## config.mk

```make
export PLATFORM = sky130hd
export DESIGN_NAME = hbridge_gate_seq
export DESIGN_NICKNAME = d
export VERILOG_FILES = /design/src/rtl/hb_pkg.sv /design/src/rtl/hb_steer.sv /design/src/rtl/hb_leg.sv /design/src/rtl/hbridge_gate_seq.sv
export SDC_FILE = /design/constraint.sdc
export NUM_CORES = 1
export LEC_CHECK = 0
export BUFFER_PORTS_ARGS = -buffer_cell sky130_fd_sc_hd__buf_2
export CORE_MARGIN = 10
export CORE_UTILIZATION = 45
export DETAILED_ROUTE_END_ITERATION = 6
export GPL_TIMING_DRIVEN = 0
export PLACE_DENSITY = 0.71
export SKIP_CTS_REPAIR_TIMING = 1
export SLEW_MARGIN = 20
export SYNTH_ARGS = -nofsm -noshare
export SYNTH_HDL_FRONTEND = slang
export SYNTH_SLANG_ARGS = --single-unit
```

## constraint.sdc

```tcl
create_clock -name clk_i -period 2.35 [get_ports clk_i]
set_input_delay 0.3525 -clock clk_i [delete_from_list [all_inputs] [get_ports clk_i]]
set_output_delay 0.3525 -clock clk_i [all_outputs]
set_load 0.05 [all_outputs]
```

## src/rtl/hb_pkg.sv

```systemverilog
package hb_pkg;
  typedef enum logic [1:0] {
    LEG_OFF = 2'd0,
    LEG_HI  = 2'd1,
    LEG_LO  = 2'd2
  } leg_cmd_e;

  localparam int unsigned NUM_LEGS = 2;
endpackage

```

## src/rtl/hb_steer.sv

```systemverilog
module hb_steer
  import hb_pkg::*;
(
  input  logic     pwm_i,
  input  logic     dir_i,
  output leg_cmd_e cmd_o [NUM_LEGS]
);
  localparam leg_cmd_e PWM_HI_CMD = LEG_HI;
  localparam leg_cmd_e PWM_LO_CMD = LEG_LO;

  for (genvar g = 0; g < NUM_LEGS; g++) begin : g_cmd
    // driven leg chops; the other leg holds its low side as return path
    assign cmd_o[g] = (dir_i == 1'(g)) ? (pwm_i ? PWM_HI_CMD : PWM_LO_CMD) : LEG_LO;
  end
endmodule

```

## src/rtl/hb_leg.sv

```systemverilog
module hb_leg
  import hb_pkg::*;
#(
  parameter int unsigned DT_W = 8
) (
  input  logic            clk_i,
  input  logic            rst_ni,
  input  logic            kill_i,
  input  leg_cmd_e        cmd_i,
  input  logic [DT_W-1:0] dt_i,
  output logic            hs_o,
  output logic            ls_o
);
  localparam int unsigned RUN_W = DT_W + 1;

  logic            hs_q, ls_q;
  logic [DT_W-1:0] cnt_q;
  logic            want_hs, want_ls;

  assign want_hs = (cmd_i == LEG_HI);
  assign want_ls = (cmd_i == LEG_LO);

  always_ff @(posedge clk_i or negedge rst_ni) begin
    if (!rst_ni) begin
      hs_q  <= 1'b0;
      ls_q  <= 1'b0;
      cnt_q <= '0;
    end else if (kill_i) begin
      hs_q  <= 1'b0;
      ls_q  <= 1'b0;
      cnt_q <= '0;
    end else if (hs_q) begin
      if (!want_hs) begin
        hs_q  <= 1'b0;
        cnt_q <= '0;
      end
    end else if (ls_q) begin
      if (!want_ls) begin
        ls_q  <= 1'b0;
        cnt_q <= '0;
      end
    end else if (cnt_q >= dt_i) begin
      hs_q <= want_hs;
      ls_q <= want_ls;
    end else begin
      cnt_q <= cnt_q + 1'b1;
    end
  end

  assign hs_o = hs_q;
  assign ls_o = ls_q;

  // independent count of cycles with the leg fully off
  logic [RUN_W-1:0] off_run_q;
  always_ff @(posedge clk_i or negedge rst_ni) begin
    if (!rst_ni)                 off_run_q <= '0;
    else if (hs_q || ls_q)       off_run_q <= '0;
    else if (!(&off_run_q))      off_run_q <= off_run_q + 1'b1;
  end

  p_leg_excl_r6: assert property (@(posedge clk_i) disable iff (!rst_ni)
    !(hs_q && ls_q));

  p_gap_r5: assert property (@(posedge clk_i) disable iff (!rst_ni)
    ($rose(hs_q) || $rose(ls_q)) |-> ($past(off_run_q) >= {1'b0, $past(dt_i)}));

  p_hs_drop_r4: assert property (@(posedge clk_i) disable iff (!rst_ni)
    (hs_q && !want_hs) |=> !hs_q);

  p_ls_drop_r4: assert property (@(posedge clk_i) disable iff (!rst_ni)
    (ls_q && !want_ls) |=> !ls_q);

  p_hold_on_r9: assert property (@(posedge clk_i) disable iff (!rst_ni)
    (hs_q && want_hs && !kill_i) |=> hs_q);
endmodule

```

## src/rtl/hbridge_gate_seq.sv

```systemverilog
module hbridge_gate_seq
  import hb_pkg::*;
#(
  parameter int unsigned DT_W = 8
) (
  input  logic            clk_i,
  input  logic            rst_ni,
  input  logic            en_i,
  input  logic            pwm_i,
  input  logic            dir_i,
  input  logic [DT_W-1:0] dead_cnt_i,
  output logic            hs_a_o,
  output logic            ls_a_o,
  output logic            hs_b_o,
  output logic            ls_b_o
);
  logic                dir_q;
  logic                kill;
  logic [NUM_LEGS-1:0] hs_w, ls_w;
  leg_cmd_e            cmd_w [NUM_LEGS];

  always_ff @(posedge clk_i or negedge rst_ni) begin
    if (!rst_ni) dir_q <= 1'b0;
    else         dir_q <= dir_i;
  end

  // a direction flip blanks the whole bridge for one edge, restarting every guard count
  assign kill = !en_i || (dir_i != dir_q);

  hb_steer u_steer (
    .pwm_i (pwm_i),
    .dir_i (dir_q),
    .cmd_o (cmd_w)
  );

  for (genvar g = 0; g < NUM_LEGS; g++) begin : g_leg
    hb_leg #(.DT_W(DT_W)) u_leg (
      .clk_i  (clk_i),
      .rst_ni (rst_ni),
      .kill_i (kill),
      .cmd_i  (cmd_w[g]),
      .dt_i   (dead_cnt_i),
      .hs_o   (hs_w[g]),
      .ls_o   (ls_w[g])
    );
  end

  assign hs_a_o = hs_w[0] & en_i;
  assign ls_a_o = ls_w[0] & en_i;
  assign hs_b_o = hs_w[1] & en_i;
  assign ls_b_o = ls_w[1] & en_i;

  p_port_excl_r6: assert property (@(posedge clk_i) disable iff (!rst_ni)
    !(hs_a_o && ls_a_o) && !(hs_b_o && ls_b_o));

  p_en_kill_r7: assert property (@(posedge clk_i) disable iff (!rst_ni)
    !$past(en_i) |-> (hs_w == '0 && ls_w == '0));

  p_dir_blank_r8: assert property (@(posedge clk_i) disable iff (!rst_ni)
    !$stable(dir_q) |-> (hs_w == '0 && ls_w == '0));

  p_reset_off_r1: assert property (@(posedge clk_i)
    !rst_ni |-> (hs_w == '0 && ls_w == '0));
endmodule

```

==> impl_metrics.json, run 1 <==
{
  "synth.top_cell.area_share": 0.330,
  "crit_required_ns": 2.60,
  "drt_first_pass_iters": 4,
  "synth-compound-area-share": 0.252,
  "synthAdderAreaFrac": 0.142,
  "ys_ff_latch": 21,
  "finalCriticalPeriod_ns": 2.24,
  "crit_fanout": 7,
  "groute.usage.overall": 0.116,
  "nets": 227,
  "core_region_area_sq_mm": 0.00339,
  "intPower_w": 0.000507,
  "seqPwrFrac": 0.538,
  "portBuffers": 15,
  "clkSlewWorstSetupHoldPaths_ns": 0.13,
  "start_util": 0.470,
  "clock_sinks": 21,
  "ant_nets": 0,
  "switching_share": 0.307,
  "hold_ws_ns": 0.202,
  "use_met2": 0.187,
  "final_common_cell": "dfrtp_1",
  "area_growth_pct": 12.9,
  "mostFrequentLayoutCells": "21 x dfrtp_1, 18 x ha_1, 16 x nand3_1, 15 x buf_2, 13 x inv_1",
  "drtIter0Drc": 86,
  "grt_max_degree": 22,
  "setup_slack_ns": 0.106,
  "final_hold_viol_count": 0,
  "setup_tns_ns": 0,
  "maxCapViolCount": 0,
  "grt_util_met3": 0.0372,
  "cts_tree": "yes",
  "synth_flop_cell": "dfrtp_1",
  "clockBufferDepth": 2,
  "use_met1": 0.149,
  "die_area_sq_mm": 0.00632,
  "worst_pin_slew_ns": 0.742,
  "outcome": "completed",
  "peakVddDrop_mv": 0.355,
  "hold_class": "in2reg",
  "synthArstFlopShare": 1.00,
  "yosys-top-cells-area": "dfrtp_1 33%, ha_1 14%, nand3_1 5.0%",
  "fin_area_sq_mm": 0.00180,
  "fp.dieW_um": 79.5,
  "drc": 0,
  "synth_xor_xnor_area_share": 0.00550,
  "clockRootBuffer": "clkbuf_4",
  "routed_wl_um": 3580,
  "rsz0062_at_grt": "false",
  "setup_violations": 0,
  "synthCells": 173,
  "cp.arrival_ns": 2.49,
  "post_dp_cell_area_sq_mm": 0.00172,
  "combPwrFrac": 0.218,
  "syn_avg_cell_area_sq_um": 9.20,
  "diodes": 0,
  "fin_crit_sh": 0.955,
  "crit_path_end_kind": "flop",
  "post-place-ws_ns": 0.0472,
  "synth.distinct_cells": 42,
  "vias": 1427,
  "routedWlPerCell_um": 14.9,
  "fin_worst_skew_ns": 0.00636,
  "ys_seq_area_frac": 0.330,
  "grt.busiest_layer": "met2",
  "leakagePower_nw": 0.861,
  "regArea_sq_um": 526,
  "grt_pass1_wl_um": 6140,
  "cts_made_buffers": 3,
  "viasPerCell": 5.92,
  "grt_overflow": 0,
  "crit_type": "reg2reg",
  "p_sw_w": 0.000225,
  "rows": 21,
  "synth_top_family_by_area": "compound AO/OA/AOI/OAI gates",
  "clk_latency_ns": 0.31,
  "multi_input_area_sq_mm": 0.00103,
  "yosysTopAreaCell": "dfrtp_1",
  "syn_nets": 204,
  "synth-edff-count": 0,
  "ff2ff_setup_slack_ns": 0.11,
  "die_h_um": 79.5,
  "start_kind": "flop",
  "powerDensity_mw_per_mm2": 407,
  "layout-drive-gt1-share": 0.159,
  "dp_hpwl_um": 2840,
  "drv_slew": 0,
  "max_freq_ghz": 0.446,
  "slew_headroom": 0.502,
  "htree_num_levels": 1,
  "final_util": 0.530,
  "clock_power_share": 0.244,
  "num_io_pins": 17,
  "synth-simple-area-share": 0.197,
  "fill_cells": 308,
  "gp_congestion": 0.830,
  "grt_antenna_before_repair": 0,
  "ys_warn_count": 0,
  "synth_mux_area_frac": 0.0385,
  "grt_pass1_vias": 1336,
  "syn_area_sq_mm": 0.00159
}
[Yosys cell counts (2+ instances only)]
library cell and instances:
o21a_1 3, and3_1 6, a31oi_1 4, and2_1 6, inv_1 13, nand3_1 16
o21ai_0 9, or4_1 3, ha_1 18, or3_1 2, a21oi_4 2, mux2i_1 5
nor2_1 5, a21oi_1 10, nand2_1 10, o21ai_1 2, clkbuf_1 2, a21o_1 2
o211ai_1 4, o311ai_0 5, nor2b_1 2, dfrtp_1 21, nor3_1 4
[final cells by class]
type,count,share of cell area
inverters,13,0.0272
well taps,46,0.0320
plain buffers,2,0.00418
repair buffers,18,0.0557
flip-flops and latches,21,0.292
clock buffers,3,0.0125
clock inverters,1,0.00279
multi-input cells,137,0.573
[power groups by stage]
stage          Clock [W]  Sequential (W)  Combinational [W]
6_report        0.000179        0.000394           0.000159
4_1_cts         0.000187        0.000393           0.000149
5_1_grt         0.000201        0.000396           0.000187
3_5_place_dp           0        0.000401           0.000149
2_1_floorplan          0        0.000396           0.000104
3_3_place_gp           0        0.000399           0.000141
[stage by stage]
step / instances / power (W)
6_report: 241 / 0.000732
5_1_grt: 241 / 0.000784
4_1_cts: 238 / 0.000730
3_5_place_dp: 234 / 0.000549
3_3_place_gp: 234 / 0.000540
2_1_floorplan: 173 / 0.000500
[registers in the layout (all words and copies together), names as in the netlist]
register / flops
g_leg.u_leg.cnt_q: 16
g_leg.u_leg.hs_o: 2
g_leg.u_leg.ls_o: 2
dir_q: 1
[worst max-delay path, cell delays in order, from the launching register on]
cell and delay [ns]:
dfrtp_1 0.45, ha_1 0.21, or4_4 0.55, a21oi_4 0.19
o31ai_2 0.14, or4_1 0.54, nand3_1 0.11
[logic make-up after synthesis]
kind of cell	count (synthesis)
multiplexers	6
XOR/XNOR	1
adder cells (fa/ha/maj)	18
flip-flops	21
buffers and inverters	15
AO/OA/AOI/OAI	54
AND/OR/NAND/NOR	58
[routing by layer]
layer,wire length [um],up-vias
met4,19,0
met1,1650,692
li1,-,708
met5,0,-
met3,163,2
met2,1740,25
[path summary, 6_finish.rpt]
kind,cells after the start,start,end
max,6,g_leg[0].u_leg.cnt_q[2],g_leg[0].u_leg.cnt_q[6]
min,1,dir_i,dir_q
max reg2reg,6,g_leg[0].u_leg.cnt_q[2],g_leg[0].u_leg.cnt_q[6]
min reg2reg,1,g_leg[1].u_leg.cnt_q[7],g_leg[1].u_leg.cnt_q[7]
max in group asynchronous,2,rst_ni,g_leg[0].u_leg.hs_o
min in group asynchronous,2,rst_ni,g_leg[1].u_leg.cnt_q[3]
(Power assumes the default switching activity.)
==> run 2: changes to the inputs <==
- clock period: 2.35 -> 2.5 ns (I/O delays scaled with it)
==> run 2 against run 1 <==
Register-to-register slack improved by 0.11 ns; largest power group unchanged; worst setup slack gained 0.11 ns; sequential share of layout area rose by 0.75 points; clock power is 7% lower; maximum frequency down 1.9%; sequential power is 6.1% lower; non-clock buffer count fell by 3; count of clock-buffer cells in the layout did not move; via count is 0.49% higher; core utilization shrank 1.3 points; combinational power shrank 13%; clock skew barely moved.
==> impl_metrics.json, run 2 (synthesis results as in run 1) <==
{
  "routedWlPerCell_um": 15.0,
  "rsz0062_at_grt": "false",
  "largest-register": "g_leg.u_leg.cnt_q",
  "dp_hpwl_um": 2840,
  "slowest_stage": "a2111oi_2",
  "crit_type": "reg2reg",
  "nets": 224,
  "hold_class": "in2async",
  "worst_pin_slew_ns": 0.743,
  "die_h_um": 79.5,
  "start_util": 0.470,
  "layout-drive-gt1-share": 0.151,
  "viasPerCell": 6.03,
  "routed_wl_um": 3560,
  "gp_congestion": 0.830,
  "fill_cells": 310,
  "crit_fanout": 7,
  "clockRootBuffer": "clkbuf_4",
  "leakagePower_nw": 0.846,
  "peakVddDrop_mv": 0.331,
  "r2r-start": "g_leg[1].u_leg.cnt_q[2]",
  "clockBufferDepth": 2,
  "max_freq_ghz": 0.437,
  "reg2regPathDepth": 6,
  "fin_crit_sh": 0.915,
  "groute.usage.overall": 0.116,
  "crit_path_end_kind": "flop",
  "largest_register_ffs": 16,
  "clkSlewWorstSetupHoldPaths_ns": 0.13,
  "start_kind": "flop",
  "slew_headroom": 0.501,
  "ant_nets": 0,
  "finalCriticalPeriod_ns": 2.29,
  "crit_chain": "ha_1, a211oi_1, o21ai_1, a2111oi_2, o21ai_0, mux2_2",
  "area_growth_pct": 10.1,
  "cts_made_buffers": 3,
  "rows": 21,
  "portBuffers": 15,
  "critPathMaxStageDelay_ns": 0.58,
  "vias": 1434,
  "mostFrequentLayoutCells": "21 x dfrtp_1, 18 x ha_1, 16 x nand3_1, 15 x buf_2, 13 x inv_1",
  "core_region_area_sq_mm": 0.00339,
  "setup_tns_ns": 0,
  "powerDensity_mw_per_mm2": 385,
  "die_area_sq_mm": 0.00632,
  "fin_worst_skew_ns": 0.00648,
  "diodes": 0,
  "grt_overflow": 0,
  "htree_num_levels": 1,
  "clock_sinks": 21,
  "grt_antenna_before_repair": 0,
  "final_hold_viol_count": 0,
  "grt_pass1_vias": 1336,
  "num_io_pins": 17,
  "hold_ws_ns": 0.00931,
  "clk_latency_ns": 0.31,
  "worst-path-buf-inv": 0,
  "outcome": "completed",
  "crit_required_ns": 2.71,
  "drc": 0,
  "cts_tree": "yes",
  "cp_top_family": "compound AO/OA/AOI/OAI gates",
  "grt_max_degree": 22,
  "maxCapViolCount": 0,
  "drv_slew": 0,
  "drtIter0Drc": 56,
  "fp.dieW_um": 79.5,
  "setup_violations": 0,
  "final_common_cell": "dfrtp_1",
  "drt_first_pass_iters": 4,
  "r2r-end": "g_leg[1].u_leg.cnt_q[5]",
  "cp.arrival_ns": 2.50,
  "grt_pass1_wl_um": 6140,
  "ff2ff_setup_slack_ns": 0.21
}
[run 2: cell types whose count changed in the layout (fill, tap and decap cells not counted)]
cell,change
a2111oi_4,-1
buf_4,-2
dlygate4sd3_1,-1
a21oi_4,-1
a2111oi_2,+1
a21oi_2,+1
[run 2: layer usage]
metal / up-vias / wire length [um] / global-route usage
met3: 2 / 184 / 0.0372
li1: 701 / - / -
met4: 0 / 19 / 0.0215
met2: 29 / 1730 / 0.187
met1: 702 / 1630 / 0.149
met5: - / 0 / 0
[run 2: worst max path at each step]
| stage | start | to | cells past startpoint |
|---|---|---|---|
| final | g_leg[1].u_leg.cnt_q[2] | g_leg[1].u_leg.cnt_q[5] | 6 |
| after global routing | g_leg[1].u_leg.cnt_q[2] | g_leg[1].u_leg.cnt_q[5] | 6 |
| after CTS | g_leg[1].u_leg.cnt_q[2] | g_leg[1].u_leg.cnt_q[5] | 6 |
| after detailed placement | dead_cnt_i[2] | g_leg[1].u_leg.cnt_q[5] | 8 |
| after global placement | dead_cnt_i[2] | g_leg[0].u_leg.cnt_q[7] | 8 |
| after floorplan | dead_cnt_i[2] | g_leg[0].u_leg.cnt_q[6] | 7 |
[run 2: where the power goes]
group          internal [W]  leakage [nW]  total (W)  switching [W]
clock network     0.0000597        0.0177   0.000167       0.000108
logic             0.0000551         0.540   0.000138      0.0000827
registers          0.000354         0.288   0.000370      0.0000157
[run 2: metrics by stage]
stage	total power [W]	util	instance area, sq um	std cells	setup slack, ns
CTS	0.000686	0.517	1750	238	0.223
detailed placement	0.000516	0.509	1720	234	0.175
floorplan	0.000470	-	1590	173	0.420
global placement	0.000508	0.509	1720	234	0.232
finish	0.000675	0.517	1750	238	0.212
global route	0.000725	0.517	1750	238	0.0663
[run 2: cell type report]
| cell class | instances | area, sq um | area share |
|---|---|---|---|
| flip-flops and latches | 21 | 526 | 0.300 |
| multi-input cells | 137 | 1010 | 0.576 |
| clock inverters | 1 | 5.00 | 0.00286 |
| plain buffers | 2 | 7.51 | 0.00429 |
| clock buffers | 3 | 22.5 | 0.0129 |
| inverters | 13 | 48.8 | 0.0279 |
| repair buffers | 15 | 75.1 | 0.0429 |
| well taps | 46 | 57.6 | 0.0329 |
[run 2: worst reg2reg max path: stages (launching register included)]
cell and delay [ns]:
dfrtp_1 0.48, ha_1 0.32, a211oi_1 0.23, o21ai_1 0.17, a2111oi_2 0.58, o21ai_0 0.14
mux2_2 0.28
